<file path="src/rtl/can_txreq_pkg.sv">
package can_txreq_pkg;
  typedef enum logic [1:0] {
    SEL_REQ  = 2'd0,
    SEL_HOLD = 2'd1,
    SEL_AUTO = 2'd2,
    SEL_ACK  = 2'd3
  } reg_sel_e;
endpackage

</file>
<file path="src/rtl/can_txreq_regs.sv">
module can_txreq_regs #(
  parameter int NUM_MBOX = 32
) (
  input  logic                        clk,
  input  logic                        rst_n,
  input  logic                        wr_en,
  input  logic [1:0]                  wr_sel,
  input  logic [NUM_MBOX-1:0]         wr_data,
  input  logic [1:0]                  rd_sel,
  output logic [NUM_MBOX-1:0]         rd_data,
  input  logic                        rmt_valid,
  input  logic [$clog2(NUM_MBOX)-1:0] rmt_idx,
  input  logic                        fin_done,
  input  logic                        fin_lost,
  input  logic [$clog2(NUM_MBOX)-1:0] fin_idx,
  output logic [NUM_MBOX-1:0]         req_o,
  output logic [NUM_MBOX-1:0]         hold_o
);
  import can_txreq_pkg::*;

  localparam int IDX_W = $clog2(NUM_MBOX);
  localparam logic [NUM_MBOX-1:0] ONE     = {{(NUM_MBOX-1){1'b0}}, 1'b1};
  localparam logic [NUM_MBOX-1:0] TX_MASK = {1'b0, {(NUM_MBOX-1){1'b1}}};

  logic [NUM_MBOX-1:0] req_q, hold_q, auto_q, ack_q;
  logic [NUM_MBOX-1:0] done_vec, rmt_vec, sw_set, ack_clr;
  logic [NUM_MBOX-1:0] req_d, hold_d, auto_d, ack_d;
  reg_sel_e wsel, rsel;

  assign wsel = reg_sel_e'(wr_sel);
  assign rsel = reg_sel_e'(rd_sel);

  assign done_vec = fin_done ? (ONE << fin_idx) : '0;
  assign rmt_vec  = rmt_valid ? ((ONE << rmt_idx) & auto_q) : '0;
  assign sw_set   = (wr_en && wsel == SEL_REQ) ? wr_data : '0;
  assign ack_clr  = (wr_en && wsel == SEL_ACK) ? wr_data : '0;

  always_comb begin
    req_d  = ((req_q & ~done_vec) | sw_set | rmt_vec) & TX_MASK;
    hold_d = (wr_en && wsel == SEL_HOLD) ? (wr_data & TX_MASK) : hold_q;
    auto_d = (wr_en && wsel == SEL_AUTO) ? (wr_data & TX_MASK) : auto_q;
    ack_d  = ((ack_q & ~ack_clr) | done_vec) & TX_MASK;
  end

  always_ff @(posedge clk) begin
    if (!rst_n) begin
      req_q  <= '0;
      hold_q <= '0;
      auto_q <= '0;
      ack_q  <= '0;
    end else begin
      req_q  <= req_d;
      hold_q <= hold_d;
      auto_q <= auto_d;
      ack_q  <= ack_d;
    end
  end

  always_comb begin
    case (rsel)
      SEL_REQ:  rd_data = req_q;
      SEL_HOLD: rd_data = hold_q;
      SEL_AUTO: rd_data = auto_q;
      default:  rd_data = ack_q;
    endcase
  end

  assign req_o  = req_q;
  assign hold_o = hold_q;


  ack_after_done_chk: assert property (@(posedge clk) disable iff (!rst_n)
    fin_done |=> ack_q[$past(fin_idx)]);


  lost_keeps_req_chk: assert property (@(posedge clk) disable iff (!rst_n)
    fin_lost |=> req_q[$past(fin_idx)]);


  hold_top_zero_chk: assert property (@(posedge clk) disable iff (!rst_n)
    (rd_sel == 2'd1) |-> !rd_data[NUM_MBOX-1]);

  logic [IDX_W-1:0] unused_idx;
  assign unused_idx = '0;
endmodule

</file>
<file path="src/rtl/can_txreq_select.sv">
module can_txreq_select #(
  parameter int NUM_MBOX = 32
) (
  input  logic [NUM_MBOX-1:0]         req,
  input  logic [NUM_MBOX-1:0]         hold,
  output logic                        any,
  output logic [$clog2(NUM_MBOX)-1:0] idx
);
  localparam int IDX_W = $clog2(NUM_MBOX);

  logic [NUM_MBOX-1:0] elig;

  assign elig[NUM_MBOX-1] = 1'b0;
  for (genvar g = 0; g < NUM_MBOX - 1; g++) begin : g_elig
    assign elig[g] = req[g] & ~hold[g];
  end

  assign any = |elig;

  always_comb begin
    idx = '0;
    for (int k = NUM_MBOX - 1; k >= 0; k--) begin
      if (elig[k]) idx = IDX_W'(k);
    end
  end
endmodule

</file>
<file path="src/rtl/can_txreq_seq.sv">
module can_txreq_seq #(
  parameter int NUM_MBOX = 32
) (
  input  logic                        clk,
  input  logic                        rst_n,
  input  logic                        any,
  input  logic [$clog2(NUM_MBOX)-1:0] sel_idx,
  output logic                        tx_valid,
  input  logic                        tx_ready,
  output logic [$clog2(NUM_MBOX)-1:0] tx_idx,
  input  logic                        tx_done,
  input  logic                        tx_lost,
  output logic                        fin_done,
  output logic                        fin_lost,
  output logic [$clog2(NUM_MBOX)-1:0] fin_idx
);
  localparam int IDX_W = $clog2(NUM_MBOX);

  logic             busy_q;
  logic [IDX_W-1:0] cur_q;
  logic             accept;

  assign tx_valid = !busy_q && any;
  assign tx_idx   = sel_idx;
  assign accept   = tx_valid && tx_ready;

  always_ff @(posedge clk) begin
    if (!rst_n) begin
      busy_q <= 1'b0;
      cur_q  <= '0;
    end else if (accept) begin
      busy_q <= 1'b1;
      cur_q  <= sel_idx;
    end else if (busy_q && (tx_done || tx_lost)) begin
      busy_q <= 1'b0;
    end
  end

  assign fin_done = busy_q && tx_done;
  assign fin_lost = busy_q && tx_lost && !tx_done;
  assign fin_idx  = cur_q;


  no_offer_in_flight_chk: assert property (@(posedge clk) disable iff (!rst_n)
    (tx_valid && tx_ready) |=> !tx_valid);
endmodule

</file>
<file path="src/rtl/can_txreq_arbiter.sv">
module can_txreq_arbiter #(
  parameter int NUM_MBOX = 32,
  parameter int IDX_W    = $clog2(NUM_MBOX)
) (
  input  logic                clk,
  input  logic                rst_n,
  input  logic                reg_wr_en,
  input  logic [1:0]          reg_wr_sel,
  input  logic [NUM_MBOX-1:0] reg_wr_data,
  input  logic [1:0]          reg_rd_sel,
  output logic [NUM_MBOX-1:0] reg_rd_data,
  input  logic                rmt_valid,
  input  logic [IDX_W-1:0]    rmt_idx,
  output logic                tx_valid,
  input  logic                tx_ready,
  output logic [IDX_W-1:0]    tx_idx,
  input  logic                tx_done,
  input  logic                tx_lost
);
  logic [NUM_MBOX-1:0] req_v, hold_v;
  logic                any;
  logic [IDX_W-1:0]    sel_idx, fin_idx;
  logic                fin_done, fin_lost;

  can_txreq_regs #(.NUM_MBOX(NUM_MBOX)) u_regs (
    .clk(clk), .rst_n(rst_n),
    .wr_en(reg_wr_en), .wr_sel(reg_wr_sel), .wr_data(reg_wr_data),
    .rd_sel(reg_rd_sel), .rd_data(reg_rd_data),
    .rmt_valid(rmt_valid), .rmt_idx(rmt_idx),
    .fin_done(fin_done), .fin_lost(fin_lost), .fin_idx(fin_idx),
    .req_o(req_v), .hold_o(hold_v)
  );

  can_txreq_select #(.NUM_MBOX(NUM_MBOX)) u_sel (
    .req(req_v), .hold(hold_v), .any(any), .idx(sel_idx)
  );

  can_txreq_seq #(.NUM_MBOX(NUM_MBOX)) u_seq (
    .clk(clk), .rst_n(rst_n), .any(any), .sel_idx(sel_idx),
    .tx_valid(tx_valid), .tx_ready(tx_ready), .tx_idx(tx_idx),
    .tx_done(tx_done), .tx_lost(tx_lost),
    .fin_done(fin_done), .fin_lost(fin_lost), .fin_idx(fin_idx)
  );


  offer_eligible_chk: assert property (@(posedge clk) disable iff (!rst_n)
    tx_valid |-> (req_v[tx_idx] && !hold_v[tx_idx] && (tx_idx != IDX_W'(NUM_MBOX-1))));
endmodule

</file>
<file path="config.mk">
export PLATFORM = sky130hd
export DESIGN_NAME = can_txreq_arbiter
export DESIGN_NICKNAME = d
export VERILOG_FILES = /design/src/rtl/can_txreq_pkg.sv /design/src/rtl/can_txreq_regs.sv /design/src/rtl/can_txreq_select.sv /design/src/rtl/can_txreq_seq.sv /design/src/rtl/can_txreq_arbiter.sv
export SDC_FILE = /design/constraint.sdc
export NUM_CORES = 1
export LEC_CHECK = 0
export ABC_CLOCK_PERIOD_IN_PS = 1600
export BUFFER_PORTS_ARGS = -buffer_cell sky130_fd_sc_hd__buf_4
export CORE_MARGIN = 2
export CORE_UTILIZATION = 39
export DETAILED_ROUTE_END_ITERATION = 10
export GPL_TIMING_DRIVEN = 0
export SYNTH_ARGS = -nofsm -noshare
export SYNTH_HDL_FRONTEND = slang
export SYNTH_SLANG_ARGS = --single-unit
</file>
<file path="constraint.sdc">
create_clock -name clk -period 1.6 [get_ports clk]
set_input_delay 0.08 -clock clk [delete_from_list [all_inputs] [get_ports clk]]
set_output_delay 0.08 -clock clk [all_outputs]
set_load 0.03 [all_outputs]
</file>
==> impl_metrics.ini <==
[drt]
num_vias = 6510
first_iter_violations = 552
drc = 0
drt_pass1_iterations = 8
ant_nets = 0
wl_mm = 24.0
vias_per_cell = 5.60
wl_per_cell_um = 20.6

[worst_setup_path]
slowest_stage = or4_4
critPathKind = flop to primary output
cp-end-kind = primary output
max_stage_delay_ps = 580
worstPathRequired_ps = 1520
crit_chain = or2b_1 -> nand4_1 -> or4_4 -> and2b_2 -> buf_6
crit_path_start_kind = flop
crit_family = simple AND/OR/NAND/NOR gates
cp_num_buf_inv = 1
critical_path.max_fanout = 3
arrival_ps = 2100

[global_routing]
antenna_found_initial = 0
grt_pass1_vias = 6063
grt_first_pass_wirelength_mm = 36.6
grt_overflow_total = 0
grt_max_degree = 17
grt_use_total = 0.269

[power]
vdd_ir_drop_max_uv = 763
switching_share = 0.267
p_leak_nw = 3.29
clockPowerShare = 0.443
total_power_mw = 9.03
power.switching_mw = 2.41
pwr-share-seq = 0.386
p_per_area_nw_per_um2 = 1000
p_comb_frac = 0.171
p_int_mw = 6.62

[logic_synthesis]
synth_ff_type = dfxtp_1
synth_cell_types = 52
synth-warning-count = 0
synth_edf_count = 0
syn_avg_cell_area_um2 = 8.60
synth-seq-cells = 130
synthTopCellsByArea = dfxtp_1, nand2_1, a21boi_0
synthArstFlopShare = 0
syn_area_um2 = 6730
syn_nets = 830
seq_area_frac_synth = 0.387
yosys.area.top_type_share = 0.387
synth_most_common_cell = nand2_1
synthCells = 782
synth_common_cells = nand2_1, dfxtp_1, a21boi_0
synth_area_leader_cell = dfxtp_1

[die]
rows = 48
core_area_um2 = 17100
initial_core_util = 0.395
die_area_um2 = 18300
die_w_um = 135
ioPinCount = 86
die_h_um = 135

[timing]
min_period_ps = 2180
finalSetupTns_ps = -5140
finalHoldViolCount = 0
finalClockSkew_ps = 13.0
whs_ps = 10.5
finalMaxSlewViolations = 0
relSlewSlack = 0.205
setup_ws_ps = -579
setup_viol = 12
post-route-period-util = 1.36
fmax_ghz = 0.459
worst-slew-pin-transition_ps = 1190
rsz0062_at_grt = true

[cells_and_area]
drive_gt1_frac = 0.261
layout.nets = 976
diodes = 0
area_growth_pct = 33.5
nFillCells = 1608

[cts]
clock_path_buffers = 2
cts_tree = built
root_buffer = clkbuf_16
numCtsBuffers = 17
clkSlewWorstSetupHoldPaths_ps = 60
clk-insertion-delay-late_ps = 430
cts_sinks = 130
htreeDepth = 4

[run_status]
failed_checks = setup timing
status = finished with violations

[place]
io_buffers = 82
gp_congestion = 0.922
dpl.hpwl_mm = 17.1

[worst_hold_path]
worst_hold_path_type = input pin to flop

[job]
maxCapViolations = 0
==> tightest hold or removal path, cell delays in order <==
cell     delay, ps
buf_4          100
nor2_1          50
a21oi_2        120
nor2b_1         50
==> sequential cells by signal (all words and copies together), names as in the netlist <==
register / flops
u_regs.ack_q: 31
u_regs.auto_q: 31
u_seq.fin_idx: 5
u_seq.busy_q: 1
u_regs.req_o: 31
u_regs.hold_o: 31
==> path summary, 6_finish.rpt <==
check / cells past startpoint / end / slack, ps / from
worst max-delay path: 5 / tx_idx[4] / -580 / u_regs.req_o[2]
worst min register to register: 2 / u_regs.ack_q[5] / 460 / u_regs.ack_q[5]
worst min-delay path: 4 / u_seq.busy_q / 10 / tx_lost
worst max register to register: 7 / u_seq.fin_idx[3] / -380 / u_regs.req_o[2]
==> power groups by stage <==
stage,logic (mW),clock network [mW],registers (mW)
finish,1.54,4.00,3.49
global route,1.63,4.19,3.50
CTS,1.46,4.02,3.47
detailed placement,1.30,0,3.49
global placement,1.30,0,3.49
floorplan,0.796,0,3.46
==> layout by cell type, fill, tap and decap left out, types with 4 or more instances in the layout <==
master and instances:
a21boi_0 110, a222oi_1 12, a32oi_1 17, and2_1 5
and3_1 8, buf_1 4, buf_4 94, buf_6 8
clkbuf_1 37, clkbuf_16 17, clkbuf_8 4, dfxtp_1 107
dfxtp_2 17, dfxtp_4 6, dlygate4sd3_1 31, mux4_2 30
nand2_1 257, nand2b_4 13, nand3_1 7, nand4_1 6
nor2_1 19, nor2b_1 27, nor3_1 4, nor3b_4 4
o21ai_0 4, or2b_1 4, or2b_2 4, or2b_4 6
==> routing by layer <==
layer,GRT usage,routed length [µm],vias to the layer above
met2,0.421,11100,283
met5,0,0,-
met4,0.0897,600,0
met3,0.0599,1770,43
li1,-,-,3039
met1,0.368,10500,3145
==> layout make-up <==
cell class | instances | area [µm²] | area share
inverter | 1 | 3.75 | 0.000418
multi-input combinational | 601 | 4180 | 0.466
sequential | 130 | 2650 | 0.295
tap | 225 | 282 | 0.0313
timing repair buffer | 131 | 1090 | 0.121
buffer | 46 | 193 | 0.0214
clock buffer | 22 | 484 | 0.0539
clock inverter | 6 | 105 | 0.0117
==> timing repair <==
item                       CTS  global route
resized for setup           56            42
buffers inserted            11             7
cloned                       0             0
hold endpoints to repair   122             0
hold buffers                31             0
setup endpoints to repair   48            33
pin swaps                   16            15
==> logic make-up after synthesis <==
logic type | after synthesis | synth area share
other cells | 1 | 0.000557
flops | 130 | 0.387
mux | 33 | 0.108
simple gates | 397 | 0.279
compound gates | 170 | 0.194
buf+inv | 51 | 0.0314
==> stage by stage <==
step	area [µm²]	worst slack, ps	utilization	instances
2_1_floorplan	6740	-148	-	782
3_3_place_gp	7640	-522	0.448	1089
3_5_place_dp	7640	-514	0.448	1089
4_1_cts	8810	-550	0.517	1155
5_1_grt	8980	-614	0.527	1162
6_report	8980	-579	0.527	1162
Note: power is estimated with default switching activity, not from simulation.
